<file path="config.mk">
export PLATFORM = sky130hd
export DESIGN_NAME = sat_alu
export DESIGN_NICKNAME = d
export VERILOG_FILES = /design/src/rtl/sat_alu_pkg.sv /design/src/rtl/sat_clamp.sv /design/src/rtl/sat_addsub.sv /design/src/rtl/sat_mul.sv /design/src/rtl/sat_alu.sv
export SDC_FILE = /design/constraint.sdc
export NUM_CORES = 1
export LEC_CHECK = 0
export ABC_AREA = 1
export BUFFER_PORTS_ARGS = -buffer_cell sky130_fd_sc_hd__buf_4
export CORE_ASPECT_RATIO = 1.5
export CORE_MARGIN = 5
export CORE_UTILIZATION = 50
export CTS_BUF_LIST = sky130_fd_sc_hd__clkbuf_8 sky130_fd_sc_hd__clkbuf_16
export DETAILED_ROUTE_END_ITERATION = 6
export PLACE_DENSITY = 0.75
export SYNTH_ARGS = -nofsm -noshare
export SYNTH_HDL_FRONTEND = slang
export SYNTH_SLANG_ARGS = --single-unit
</file>
<file path="constraint.sdc">
create_clock -name clk -period 1.4 [get_ports clk]
set_input_delay 0.35 -clock clk [delete_from_list [all_inputs] [get_ports clk]]
set_output_delay 0.35 -clock clk [all_outputs]
set_load 0.05 [all_outputs]
</file>
<file path="src/rtl/sat_alu_pkg.sv">
`timescale 1ns/1ps
package sat_alu_pkg;
    typedef enum logic [1:0] {
        OP_ADD  = 2'b00,
        OP_SUB  = 2'b01,
        OP_MUL  = 2'b10,
        OP_PASS = 2'b11
    } op_e;
endpackage

</file>
<file path="src/rtl/sat_clamp.sv">
`timescale 1ns/1ps
// Clamp a wide signed value into the W-bit signed range.
module sat_clamp #(
    parameter int IW = 9,
    parameter int W  = 8
) (
    input  logic signed [IW-1:0] val,
    output logic        [W-1:0]  res,
    output logic                 hi,
    output logic                 lo
);
    localparam int EXT = IW - W + 1;
    localparam logic signed [IW-1:0] TOP = {{EXT{1'b0}}, {(W-1){1'b1}}};
    localparam logic signed [IW-1:0] BOT = {{EXT{1'b1}}, {(W-1){1'b0}}};

    always_comb begin
        hi = (val > TOP);
        lo = (val < BOT);
        if (hi)
            res = TOP[W-1:0];
        else if (lo)
            res = BOT[W-1:0];
        else
            res = val[W-1:0];
    end
endmodule

</file>
<file path="src/rtl/sat_addsub.sv">
`timescale 1ns/1ps
// Add or subtract with one guard bit, then clamp.
module sat_addsub #(
    parameter int W = 8
) (
    input  logic [W-1:0] a,
    input  logic [W-1:0] b,
    input  logic         sub,
    output logic [W-1:0] res,
    output logic         hi,
    output logic         lo
);
    logic signed [W:0] ext_a, ext_b, ext_sum;

    always_comb begin
        ext_a   = {a[W-1], a};
        ext_b   = {b[W-1], b};
        ext_sum = sub ? (ext_a - ext_b) : (ext_a + ext_b);
    end

    sat_clamp #(.IW(W + 1), .W(W)) clamp_i (
        .val (ext_sum),
        .res (res),
        .hi  (hi),
        .lo  (lo)
    );
endmodule

</file>
<file path="src/rtl/sat_mul.sv">
`timescale 1ns/1ps
// Full-width signed product, then clamp.
module sat_mul #(
    parameter int W = 8
) (
    input  logic [W-1:0] a,
    input  logic [W-1:0] b,
    output logic [W-1:0] res,
    output logic         hi,
    output logic         lo
);
    localparam int PW = 2 * W;
    logic signed [PW-1:0] prod;

    always_comb begin
        prod = PW'($signed(a)) * PW'($signed(b));
    end

    sat_clamp #(.IW(PW), .W(W)) clamp_i (
        .val (prod),
        .res (res),
        .hi  (hi),
        .lo  (lo)
    );
endmodule

</file>
<file path="src/rtl/sat_alu.sv">
`timescale 1ns/1ps
module sat_alu
    import sat_alu_pkg::*;
#(
    parameter int W = 8
) (
    input  logic         clk,
    input  logic         rst_n,
    input  logic         in_valid,
    input  logic [1:0]   op_sel,
    input  logic [W-1:0] opnd_a,
    input  logic [W-1:0] opnd_b,
    output logic         out_valid,
    output logic [W-1:0] result,
    output logic         sat_hi,
    output logic         sat_lo
);
    localparam logic [W-1:0] MAXV = {1'b0, {(W-1){1'b1}}};
    localparam logic [W-1:0] MINV = {1'b1, {(W-1){1'b0}}};

    typedef struct packed {
        logic         vld;
        logic [W-1:0] res;
        logic         hi;
        logic         lo;
    } state_t;

    state_t st_d, st_q;
    op_e    op;

    logic [W-1:0] as_res, mul_res;
    logic         as_hi, as_lo, mul_hi, mul_lo;

    assign op = op_e'(op_sel);

    sat_addsub #(.W(W)) addsub_i (
        .a   (opnd_a),
        .b   (opnd_b),
        .sub (op == OP_SUB),
        .res (as_res),
        .hi  (as_hi),
        .lo  (as_lo)
    );

    sat_mul #(.W(W)) mul_i (
        .a   (opnd_a),
        .b   (opnd_b),
        .res (mul_res),
        .hi  (mul_hi),
        .lo  (mul_lo)
    );

    always_comb begin
        st_d     = st_q;
        st_d.vld = in_valid;
        if (in_valid) begin
            unique case (op)
                OP_ADD, OP_SUB: begin
                    st_d.res = as_res;
                    st_d.hi  = as_hi;
                    st_d.lo  = as_lo;
                end
                OP_MUL: begin
                    st_d.res = mul_res;
                    st_d.hi  = mul_hi;
                    st_d.lo  = mul_lo;
                end
                default: begin
                    st_d.res = opnd_a;
                    st_d.hi  = 1'b0;
                    st_d.lo  = 1'b0;
                end
            endcase
        end
    end

    always_ff @(posedge clk or negedge rst_n) begin
        if (!rst_n)
            st_q <= '0;
        else
            st_q <= st_d;
    end

    assign out_valid = st_q.vld;
    assign result    = st_q.res;
    assign sat_hi    = st_q.hi;
    assign sat_lo    = st_q.lo;

    // Independent wide reference sum/difference for the checks below
    logic signed [W:0] chk_sum, chk_dif;
    assign chk_sum = $signed({opnd_a[W-1], opnd_a}) + $signed({opnd_b[W-1], opnd_b});
    assign chk_dif = $signed({opnd_a[W-1], opnd_a}) - $signed({opnd_b[W-1], opnd_b});


    valid_follow_chk: assert property (@(posedge clk) disable iff (!rst_n)
        in_valid |=> out_valid);

    valid_drop_chk: assert property (@(posedge clk) disable iff (!rst_n)
        !in_valid |=> !out_valid);

    add_over_chk: assert property (@(posedge clk) disable iff (!rst_n)
        (in_valid && op_sel == 2'b00 && chk_sum > $signed({1'b0, MAXV}))
        |=> (sat_hi && result == MAXV));

    sub_under_chk: assert property (@(posedge clk) disable iff (!rst_n)
        (in_valid && op_sel == 2'b01 && chk_dif < $signed({1'b1, MINV}))
        |=> (sat_lo && result == MINV));

    pass_thru_chk: assert property (@(posedge clk) disable iff (!rst_n)
        (in_valid && op_sel == 2'b11)
        |=> (result == $past(opnd_a) && !sat_hi && !sat_lo));

    flag_excl_chk: assert property (@(posedge clk) disable iff (!rst_n)
        !(sat_hi && sat_lo));

    hi_value_chk: assert property (@(posedge clk) disable iff (!rst_n)
        sat_hi |-> result == MAXV);

    lo_value_chk: assert property (@(posedge clk) disable iff (!rst_n)
        sat_lo |-> result == MINV);

    hold_chk: assert property (@(posedge clk) disable iff (!rst_n)
        !in_valid |=> ($stable(result) && $stable(sat_hi) && $stable(sat_lo)));
endmodule

</file>
### Word-level counts from Yosys, hierarchy flattened

Cells that the tools add are included.

| cells by class | value |
|---|---|
| reduce and logical (&&, ||, !) cells | 2 |
| $lt $le $gt $ge | 4 |
| multiplexer cells | 6 |
| shift operators | 0 |
| bitwise gates (word level) | 0 |
| $add $sub $neg | 2 |
| $mul | 1 |
| equality and inequality tests | 2 |
| div/mod/pow operators | 0 |

Operators with widths:

| operator | number |
|---|---|
| $mux W8 | 4 |
| $pmux W10 S2 | 1 |
| $gt A16 B8 Y1 const B | 1 |
| $lt A16 B8 Y1 const B | 1 |
| $mul A8 B8 Y16 | 1 |
| $add A8 B8 Y9 | 1 |
| $gt A9 B8 Y1 const B | 1 |
| $lt A9 B8 Y1 const B | 1 |
| $mux W9 | 1 |
| $sub A8 B8 Y9 | 1 |
| $eq A2 B1 Y1 const B | 1 |
| $eq A2 B2 Y1 const B | 1 |
| $logic_not A2 Y1 | 1 |
| $reduce_or A2 Y1 | 1 |

| word-level totals | value |
|---|---|
| input port bits | 21 |
| memory bits (writable) | 0 |
| ROM bits | 0 |
| flip-flop bits (word level) | 11 |
| latch bits | 0 |
| memories | 0 |

### Longest topological paths before layout

Gate-level depths: netlist of the first run.

| depth | value |
|---|---|
| depth in word-level cells | 6 |
| depth in mapped cells | 29 |
| depth with buffers taken out | 28 |

### Cells and area by module

Synthesis of the first run repeated with hierarchy kept, for this count alone.

| second synthesis, totals | value |
|---|---|
| cells, all modules | 673 |
| area total of the unflattened synthesis | 4341.7 µm² |

Modules (own cells, without submodules):

| module | sequential area each (µm²) | times used | cells each | area an instance (µm²) |
|---|---|---|---|---|
| sat_mul | 0.0 | 1 | 414 | 2854.0 |
| sat_alu | 275.3 | 1 | 93 | 653.1 |
| sat_addsub | 0.0 | 1 | 112 | 601.8 |
| sat_clamp (mul_i.clamp_i) | 0.0 | 1 | 33 | 138.9 |
| sat_clamp (addsub_i.clamp_i) | 0.0 | 1 | 21 | 93.8 |

### Worst setup path before layout of the first run

Ideal clock, no wire load.

| path | value |
|---|---|
| path type | in2reg |
| from | input opnd_b[2] |
| to | register st_q (netlist bit result[6]) |
| cell stages on the path | 26 |
| arrival time | 4.535 ns |
| path slack | -3.248 ns |
| cell sequence | clkbuf_1 nand2_1 inv_1 fa_1 inv_1 fa_1 inv_1 fa_1 inv_1 fa_1 inv_1 ha_1 nand2_1 inv_1 a21oi_1 nand3b_1 nand2_1 nand2_1 nor2_1 nand3_2 nand3_1 nand2_1 inv_2 nand3_1 nand2_1 inv_1 |

| on the way | value |
|---|---|
| word-level cells in the longest chain between the ends | 6 |
| elaborated cells between the ends (all ways) | 13 |

RTL lines:

| element | line | source |
|---|---|---|
| from (decl) | sat_alu.sv:12 | `input logic [W-1:0] opnd_b,` |
| parallel branches: the longest is 5 deep, another holds $mul A8 B8 Y16 | -- |  |
| $pmux W10 S2 * | sat_alu.sv:57 | `unique case (op)` |
| to (signal assigned) | sat_alu.sv:81 | `st_q <= st_d;` |
| to (decl) | sat_alu.sv:28 | `state_t st_d, st_q;` |

Mark *: on every way between the ends.
A chain may end at the register's enable or synchronous reset.

### Final worst setup path of the first run

| path | value |
|---|---|
| from | input opnd_a[6] |
| to | register st_q (netlist bit result[1]) |

| on the way | value |
|---|---|
| word-level cells in the longest chain between the ends | 6 |
| elaborated cells between the ends (all ways) | 13 |

RTL lines:

| element | line | source |
|---|---|---|
| from (decl) | sat_alu.sv:11 | `input logic [W-1:0] opnd_a,` |
| parallel branches: the longest is 5 deep, another holds $mul A8 B8 Y16 | -- |  |
| $pmux W10 S2 * | sat_alu.sv:57 |  |

Marked as above.

==> impl_metrics.ini, run 1 <==
[run_status]
status = complete, but fails checks
violated_checks = negative setup slack

[global_route]
global_route.usage.total_pct = 24.4
groute.layer.met3.usage_pct = 2.11
globalRouteOverflowTotal = 0
grtUsageMet1_pct = 22.8
grt_antenna_before_repair = 0
grtUsageMet2_pct = 47.8
vias_in_the_first_global_route = 4712
global_route_wire_length_before_repair_um = 20300
grt_busiest_layer = met2
grt_start_max_net_pins = 19

[sta]
whs_ns = 0.350
post-route-worst-setup-slack_ns = -2.87
period_share_pct = 305
worst-slew-pin-transition_ns = 0.342
worst_clock_skew_ns = 0
rsz0062_at_grt = true
min_period_ns = 4.27
relSlewSlack_pct = 77.2
setup_viol = 10
tns_ns = -28.34
achievable-frequency_ghz = 0.234
timing_hold_violations_final = 0
final_slew_viol_count = 0

[drt]
drc_violations_left = 0
dr.first_iter.drc_count = 213
routed-via-count = 4299
post_drt_wl_per_cell_um = 15.1
antenna_left = 0
drt-pass1-iter-count = 4
vias_cell = 5.18
drt-total-wl_um = 12600

[final_layout]
synthToLayoutAreaGrowth_pct = 37.9
postLayoutCellArea_um2 = 5720
drive_gt1_share_pct = 35.2
diodes = 0
finalNonFillerCells = 830
finalCoreUtilization_pct = 70.9
design.final.nets = 842

[floorplan]
num_rows = 40
start_util_pct = 51.4
die_x_um = 84.3
placeableCoreArea_um2 = 8060
chipHeight_um = 122
die_area_um2 = 10200
ioPinCount = 32

[yosys]
yosysTopAreaCell = sky130_fd_sc_hd__fa_1
synth_ff_type = sky130_fd_sc_hd__dfrtp_1
synth.yosys.warnings = 0
yosysSeqAreaShare_pct = 6.64
synth_async_sr_flop_share_pct = 100
synth_common_cells = 174 x sky130_fd_sc_hd__inv_1, 166 x sky130_fd_sc_hd__nand2_1, 56 x sky130_fd_sc_hd__fa_1
synth_top_area_share_pct = 27.0
syn_avg_cell_area_um2 = 6.63
synth_enable_flop_cells = 0
netlist_instances = 625
yosys.cell_count.top_type = sky130_fd_sc_hd__inv_1
post_synth_num_cell_types = 33
mappedNetlistNets = 741
flops_latches_synth = 11
netlist_area_um2 = 4150
synthTopCellsByArea = sky130_fd_sc_hd__fa_1 27%, sky130_fd_sc_hd__inv_1 16%, sky130_fd_sc_hd__nand2_1 15%, sky130_fd_sc_hd__ha_1 12%, sky130_fd_sc_hd__dfrtp_1 6.6%

[critical_path]
timing.critical_path.to = result[1]
cp.required_ns = 1.52
crit-reg2reg-capture = result[6]
worstSetupEndpointType = flop
worst_setup_start_kind = input pin
critical_path.reg2reg.startpoint = result[6]
critPathKind = input pin to flop
timing.critical_path.from = opnd_a[6]
r2r_cells = 3
critical_path_peak_fanout = 7
critical_path_arrival_ns = 4.39
reg_to_reg_setup_timing_slack_ns = 0.55

[clock_network]
cts.reportedPaths.clkPinSlew_ns = 0.04
clk-insertion-delay-late_ns = 0.24
cts_buffers = 3
cts_tree = yes
clock_tree_root_buffer_cell = sky130_fd_sc_hd__clkbuf_16
cts_max_level = 1
cts.path.max_buffers = 2
numClockSinks = 11

[placed_design]
placedInstanceArea_um2 = 5180
preCtsSetupSlack_ns = -3.18
place_inst = 816
dpl.hpwl_um = 9800
routabilityCongestion = 0.939
placement.io_buffers = 31

[power_and_ir_drop]
power.static_leakage_nw = 3.28
total_power_mw = 12.1
max-vdd-ir-drop_mv = 1.78
power_density_nw_per_um2 = 2110

[worst_hold_path]
worst_hold_path_type = input pin to flop

[flow_run]
maxCapViolations = 0
metal layers:
| layer | vias up | wire length, um | share of wire (%) |
|---|---|---|---|
| met3 | 76 | 401 | 3.2 |
| met4 | 0 | 944 | 7.5 |
| met2 | 164 | 7110 | 57 |
| li1 | 2029 | - | - |
| met1 | 2030 | 4100 | 33 |
| met5 | - | 0 | 0 |
logic make-up after synthesis:
| kind of cell | share of synthesized area [%] |
|---|---|
| compound gates | 5.74 |
| xor+xnor | 3.98 |
| fa+ha+maj | 38.8 |
| buf+inv | 18.4 |
| flops | 6.64 |
| simple gates | 26.4 |
layout by cell type (no fill, tap or decap), drive strengths merged, types with 2 or more instances in the layout:
cell and instances:
inv 182, nand2 171, buf 112, fa 56
ha 39, nor2 37, nand3 32, a21oi 26
o21ai 13, dfrtp 11, xnor2 9, xor2 9
nand4 9, nand3b 4, clkbuf 3, clkinv 3
or2 2
worst min path at each step:
stage | start | end | slack, ns | cells past startpoint
final | in_valid | out_valid | 0.35 | 1
after detailed placement | rst_n | result[7] | 0.19 | 1
after CTS | in_valid | out_valid | 0.35 | 1
after global routing | in_valid | out_valid | 0.35 | 1
after floorplan | rst_n | out_valid | 0.05 | 0
after global placement | rst_n | result[7] | 0.19 | 1
critical path, cell delays in order:
cell and delay (ns):
sky130_fd_sc_hd__buf_12 0.12, sky130_fd_sc_hd__nand2_4 0.05, sky130_fd_sc_hd__inv_2 0.03, sky130_fd_sc_hd__fa_1 0.54, sky130_fd_sc_hd__inv_2 0.05, sky130_fd_sc_hd__fa_1 0.49
sky130_fd_sc_hd__inv_2 0.04, sky130_fd_sc_hd__fa_1 0.55, sky130_fd_sc_hd__inv_1 0.05, sky130_fd_sc_hd__fa_1 0.49, sky130_fd_sc_hd__inv_2 0.05, sky130_fd_sc_hd__ha_4 0.35
sky130_fd_sc_hd__nand2_4 0.07, sky130_fd_sc_hd__nand2_4 0.08, sky130_fd_sc_hd__inv_4 0.05, sky130_fd_sc_hd__nand2_4 0.07, sky130_fd_sc_hd__nand2_2 0.05, sky130_fd_sc_hd__nand2_1 0.05
sky130_fd_sc_hd__nand2_1 0.06, sky130_fd_sc_hd__nand2_2 0.09, sky130_fd_sc_hd__nand2_2 0.06, sky130_fd_sc_hd__nor2_2 0.14, sky130_fd_sc_hd__nand3_2 0.13, sky130_fd_sc_hd__nand2_4 0.14
sky130_fd_sc_hd__nand2_1 0.08, sky130_fd_sc_hd__nand3_1 0.08, sky130_fd_sc_hd__a21oi_1 0.07
timing repair:
action,CTS,global route
buffers inserted,5,4
resized for setup,46,71
hold buffers,1,0
endpoints found under the setup margin,10,10
pin swaps,42,63
endpoints found under the hold margin,11,0
where the power goes:
group	switching [mW]	internal (mW)
clock	0.153	0.376
combinational	6.63	4.40
sequential	0.0723	0.441
total	6.86	5.22
final cells by class:
class                   count  area [um2]
inverters                 184         701
clock buffers               3        75.1
fillers                   591        2340
flip-flops and latches     11         275
multi-input cells         413        3590
clock inverters             1        3.75
well taps                 105         131
repair buffers            113         938
flip-flops by register name, summed over array words and instances, names as in the netlist:
signal,cells
result,8
out_valid,1
sat_hi,1
sat_lo,1
Note: power is estimated with default switching activity, not from simulation.
==> run 2: changes to the inputs <==
==> constraint.sdc (replaced) <==
create_clock -name clk -period 5.4 [get_ports clk]
set_input_delay 1.35 -clock clk [delete_from_list [all_inputs] [get_ports clk]]
set_output_delay 1.35 -clock clk [all_outputs]
set_load 0.05 [all_outputs]
==> run 2 against run 1 <==
  * The run still ends with negative setup slack left
  * Worst setup slack improved by 2.8 ns
  * Sequential cell count is the same
  * Die area is the same
  * Via count is 5.0% lower
  * First-iteration DRC count is 9.9% lower
  * Routed wire length decreased by 11%
  * Sequential share of layout area grew 0.37 points
  * Combinational power is 75% lower
==> impl_metrics.ini, run 2 (synthesis gave the netlist of run 1 again) <==
[sta]
whs_ns = 0.493
timing_hold_violations_final = 0
relSlewSlack_pct = 61.2
worst-slew-pin-transition_ns = 0.582
worst_clock_skew_ns = 0
tns_ns = -0.0341
period_share_pct = 101
rsz0062_at_grt = true
post-route-worst-setup-slack_ns = -0.0282
achievable-frequency_ghz = 0.184
setup_viol = 2
final_slew_viol_count = 0
min_period_ns = 5.43

[worst_hold_path]
worst_hold_path_type = flop to flop

[floorplan]
placeableCoreArea_um2 = 8060
die_x_um = 84.3
num_rows = 40
start_util_pct = 51.4
ioPinCount = 32
die_area_um2 = 10200
chipHeight_um = 122

[critical_path]
critical_path_peak_fanout = 7
critical_path_arrival_ns = 5.61
critical-path-top-delay-family = adder cells
reg_to_reg_setup_timing_slack_ns = 4.53
worst_setup_start_kind = input pin
cp.required_ns = 5.58
critical_path.n_buffers_inverters = 7
critical-path-max-stage-delay_ns = 0.53
critPathKind = input pin to flop
worstSetupEndpointType = flop
critical-path-slowest-cell = sky130_fd_sc_hd__fa_1

[power_and_ir_drop]
total_power_mw = 3.07
max-vdd-ir-drop_mv = 0.389
swShare_pct = 56.5
clockPowerShare_pct = 4.4
power_density_nw_per_um2 = 579
switchingPower_mw = 1.74
p_seq_share_pct = 4.4
cellInternalPower_mw = 1.34
pwr-share-comb_pct = 91.2
power.static_leakage_nw = 3.09

[clock_network]
clk-insertion-delay-late_ns = 0.24
cts_tree = yes
cts_max_level = 1
cts.reportedPaths.clkPinSlew_ns = 0.04
clock_tree_root_buffer_cell = sky130_fd_sc_hd__clkbuf_16
cts.path.max_buffers = 2
cts_hold_buffers = 0
cts_buffers = 3
numClockSinks = 11

[run_status]
violated_checks = negative setup slack
status = complete, but fails checks

[global_route]
global_route_wire_length_before_repair_um = 17300
grt_start_max_net_pins = 19
global_route.usage.total_pct = 20.4
grt_antenna_before_repair = 0
vias_in_the_first_global_route = 4015
globalRouteOverflowTotal = 0

[final_layout]
synthToLayoutAreaGrowth_pct = 28.0
finalCoreUtilization_pct = 65.9
layout_commonest_cell = sky130_fd_sc_hd__inv_1
finalNonFillerCells = 798
design.final.nets = 810
diodes = 0
most-common-layout-cells = 161 x sky130_fd_sc_hd__inv_1, 140 x sky130_fd_sc_hd__nand2_1, 79 x sky130_fd_sc_hd__buf_4, 54 x sky130_fd_sc_hd__fa_1, 29 x sky130_fd_sc_hd__ha_1
drive_gt1_share_pct = 27.7
largest_reg_flops = 8

[drt]
routed-via-count = 4083
post_drt_wl_per_cell_um = 14.0
drt-pass1-iter-count = 5
dr.first_iter.drc_count = 192
drc_violations_left = 0
drt-total-wl_um = 11200
vias_cell = 5.12
antenna_left = 0

[placed_design]
place_inst = 791
placement.io_buffers = 31
routabilityCongestion = 0.895
dpl.hpwl_um = 9100

[flow_run]
maxCapViolations = 0
==> run 2: through the flow <==
step           setup slack [ns]  instance area, um2
3_5_place_dp             -0.430                4830
2_1_floorplan          0.000974                4210
3_3_place_gp             -0.355                4830
4_1_cts                 0.00830                4950
6_report                -0.0282                5310
5_1_grt                  -0.131                5310
==> run 2: metal layers <==
layer	track usage, %	vias to the layer above	routed length [um]
met5	0	-	0
met4	8.51	0	493
met3	1.22	42	351
met2	42.5	125	6590
met1	20.3	1953	3750
li1	-	1963	-
==> run 2: worst min-delay path, cell delays in order (launching register included) <==
cell	delay, ns
sky130_fd_sc_hd__dfrtp_1	0.34
sky130_fd_sc_hd__nand2_1	0.06
sky130_fd_sc_hd__nand2_1	0.06
==> run 2: path summary, 6_finish.rpt <==
kind,startpoint,end,cells after the start
setup reg to reg,result[6],result[6],3
setup / recovery,opnd_b[7],result[6],25
hold reg to reg,sat_lo,sat_lo,2
max in group asynchronous,rst_n,result[2],1
hold / removal,sat_lo,sat_lo,2
min in group asynchronous,rst_n,result[3],1
==> run 2: layout make-up <==
type | count | area (um2)
repair buffers | 81 | 616
clock buffers | 3 | 75.1
flip-flops and latches | 11 | 275
fillers | 652 | 2750
multi-input cells | 413 | 3510
inverters | 184 | 696
well taps | 105 | 131
clock inverters | 1 | 3.75
==> run 2: power by group through the flow <==
stage	registers, mW	logic (mW)	clock network, mW
global route	0.138	3.07	0.139
global placement	0.134	2.05	0
finish	0.134	2.80	0.136
CTS	0.134	2.17	0.133
floorplan	0.243	1.39	0
detailed placement	0.136	2.10	0
==> run 2: what timing repair did <==
action,in CTS,in global routing
cloned,0,0
endpoints found under the setup margin,10,10
resized for setup,11,88
pin swaps,2,63
buffers inserted,0,3
endpoints found under the hold margin,0,0
==> run 3: changes to the inputs <==
--- a/config.mk
+++ b/config.mk
@@ -7,12 +7,14 @@
 export LEC_CHECK = 0
 export ABC_AREA = 1
 export BUFFER_PORTS_ARGS = -buffer_cell sky130_fd_sc_hd__buf_4
+export CELL_PAD_IN_SITES_DETAIL_PLACEMENT = 1
+export CELL_PAD_IN_SITES_GLOBAL_PLACEMENT = 1
 export CORE_ASPECT_RATIO = 1.5
 export CORE_MARGIN = 5
-export CORE_UTILIZATION = 50
+export CORE_UTILIZATION = 49
 export CTS_BUF_LIST = sky130_fd_sc_hd__clkbuf_8 sky130_fd_sc_hd__clkbuf_16
 export DETAILED_ROUTE_END_ITERATION = 6
-export PLACE_DENSITY = 0.75
+export PLACE_DENSITY = 0.95
 export SYNTH_ARGS = -nofsm -noshare
 export SYNTH_HDL_FRONTEND = slang
 export SYNTH_SLANG_ARGS = --single-unit
==> run 3 against run 2 <==
  * The run still ends with negative setup slack left
  * Cell count increased by 1.9%
  * Via count up 30%
  * Sequential power is 7% higher
  * Core utilization is 2.4 points higher
  * Worst hold slack better by 0.059 ns
  * Sequential cell count unchanged
  * Critical path depth is 2 lower
  * Die area is 1.8% higher
  * Combinational power increased by 38%
  * Routed wire length is 130% higher
  * Count of clock-buffer cells in the layout did not move
  * Largest power group unchanged
  * Highest routed layer unchanged
==> impl_metrics.ini, run 3 (synthesis gave the netlist of run 1 again) <==
[drt]
vias_cell = 6.53
antenna_left = 0
drc_violations_left = 0
post_drt_wl_per_cell_um = 31.6
dr.first_iter.drc_count = 487
routed-via-count = 5309
drt-total-wl_um = 25700
drt-pass1-iter-count = 7

[final_layout]
design.final.nets = 823
layout_commonest_cell = sky130_fd_sc_hd__inv_1
finalCoreUtilization_pct = 68.3
most-common-layout-cells = 149 x sky130_fd_sc_hd__inv_1, 120 x sky130_fd_sc_hd__nand2_1, 77 x sky130_fd_sc_hd__buf_4, 52 x sky130_fd_sc_hd__fa_1, 34 x sky130_fd_sc_hd__nand2_2
diodes = 0
synthToLayoutAreaGrowth_pct = 37.8
filler_cell_count = 1016
postLayoutCellArea_um2 = 5710
finalNonFillerCells = 813
drive_gt1_share_pct = 35.6
largest_reg_flops = 8

[worst_hold_path]
worst_hold_path.num_cells = 2
worst_hold_path_type = flop to flop

[floorplan]
start_util_pct = 49.6
chipHeight_um = 123
ioPinCount = 32
die_area_um2 = 10400
num_rows = 41
placeableCoreArea_um2 = 8360
die_x_um = 85.1

[critical_path]
critical-path-top-cell-by-count = sky130_fd_sc_hd__fa_1
cp.required_ns = 5.56
r2r_cells = 3
critPathKind = input pin to flop
reg_to_reg_setup_timing_slack_ns = 4.52
critical_path_peak_fanout = 7
critical-path-max-stage-delay_ns = 0.62
cells_traversed_along_the_worst_timing_path = buf_6 -> buf_4 -> nand2_1 -> fa_1 -> inv_1 -> fa_1 -> fa_1 -> inv_2 -> fa_1 -> inv_1 -> ha_4 -> nand2_2 -> nand2_4 -> a21oi_2 -> nand2_1 -> nand2_1 -> nand2_2 -> buf_4 -> nor2_4 -> nand4_4 -> nand2_4 -> nand3_1 -> a21oi_1
critical-path-slowest-cell = sky130_fd_sc_hd__fa_1
worstSetupEndpointType = flop
critical_path_arrival_ns = 5.94
worst_setup_start_kind = input pin

[sta]
worst_clock_skew_ns = 0
setup_viol = 10
post-route-worst-setup-slack_ns = -0.381
period_share_pct = 107
min_period_ns = 5.78
relSlewSlack_pct = 38.5
timing_hold_violations_final = 0
worst-slew-pin-transition_ns = 0.913
final_slew_viol_count = 0
rsz0062_at_grt = true
achievable-frequency_ghz = 0.173

[clock_network]
cts.path.max_buffers = 2
cts_tree = yes
numClockSinks = 11
cts_buffers = 3
clock_tree_root_buffer_cell = sky130_fd_sc_hd__clkbuf_16
clk-insertion-delay-late_ns = 0.25
cts_hold_buffers = 0
cts.reportedPaths.clkPinSlew_ns = 0.04
cts_max_level = 1

[placed_design]
place_inst = 794
routabilityCongestion = 0.921
preCtsSetupSlack_ns = -0.666
placedInstanceArea_um2 = 4850
dpl.hpwl_um = 13500
placement.io_buffers = 31

[global_route]
globalRouteOverflowTotal = 0
grt_antenna_before_repair = 0
global_route_wire_length_before_repair_um = 32900
global_route.usage.total_pct = 41.8
vias_in_the_first_global_route = 5692
grt_start_max_net_pins = 19

[power_and_ir_drop]
max-vdd-ir-drop_mv = 0.981
cellInternalPower_mw = 1.59
total_power_mw = 4.15
power.static_leakage_nw = 3.23
switchingPower_mw = 2.56
clockPowerShare_pct = 3.4
swShare_pct = 61.7
p_seq_share_pct = 3.4
pwr-share-comb_pct = 93.2
power_density_nw_per_um2 = 727

[run_status]
violated_checks = negative setup slack
status = complete, but fails checks

[flow_run]
maxCapViolations = 0
-- run 3: power by group through the flow --
stage	clock network, mW	registers (mW)	logic [mW]
2_1_floorplan	0	0.243	1.39
3_3_place_gp	0	0.130	2.05
3_5_place_dp	0	0.135	2.27
4_1_cts	0.138	0.136	2.88
5_1_grt	0.146	0.143	3.99
6_report	0.141	0.143	3.87
-- run 3: worst paths after layout --
path,to,from
min in group asynchronous,result[4],rst_n
hold reg to reg,sat_lo,sat_lo
setup / recovery,result[4],opnd_b[4]
setup reg to reg,result[6],result[6]
hold / removal,sat_lo,sat_lo
max in group asynchronous,result[7],rst_n
-- run 3: final cells by class --
class                      instances  area [um2]  area share, %
clock buffer                       3        75.1           1.31
clock inverter                     1        3.75         0.0657
inverter                         184         708           12.4
multi-input combinational        413        3720           65.1
sequential                        11         275           4.82
tap                              107         134           2.34
timing repair buffer              94         796           13.9
-- run 3: worst max-delay path: cells and delay by family --
family / cells / cell delay [ns]
adders and majority gates: 5 / 2.45
AOI/OAI and AO/OA: 2 / 0.39
buffers and inverters: 6 / 0.61
and+or+nand+nor: 10 / 1.13
-- run 3: what timing repair did --
| action | in CTS | in global routing |
|---|---|---|
| setup endpoints to repair | 10 | 10 |
| pin swaps | 46 | 62 |
| buffers inserted | 7 | 8 |
| gates resized for setup | 83 | 105 |
-- run 3: layer usage --
layer  GRT usage, %  part of all wire (%)  up-vias
li1               -                     -     1992
met1           42.4                    31     2500
met2           74.8                    47      548
met3           7.66                   8.9      269
met4           32.1                    13        0
met5              0                     0        -
-- run 3: stage by stage --
step,hold slack (ns),setup TNS [ns]
after detailed placement,0.491,-6.17
after global placement,0.466,-3.52
after CTS,0.525,-0.00427
after floorplan,0.756,0
after global routing,0.576,-3.57
final,0.552,-3.27
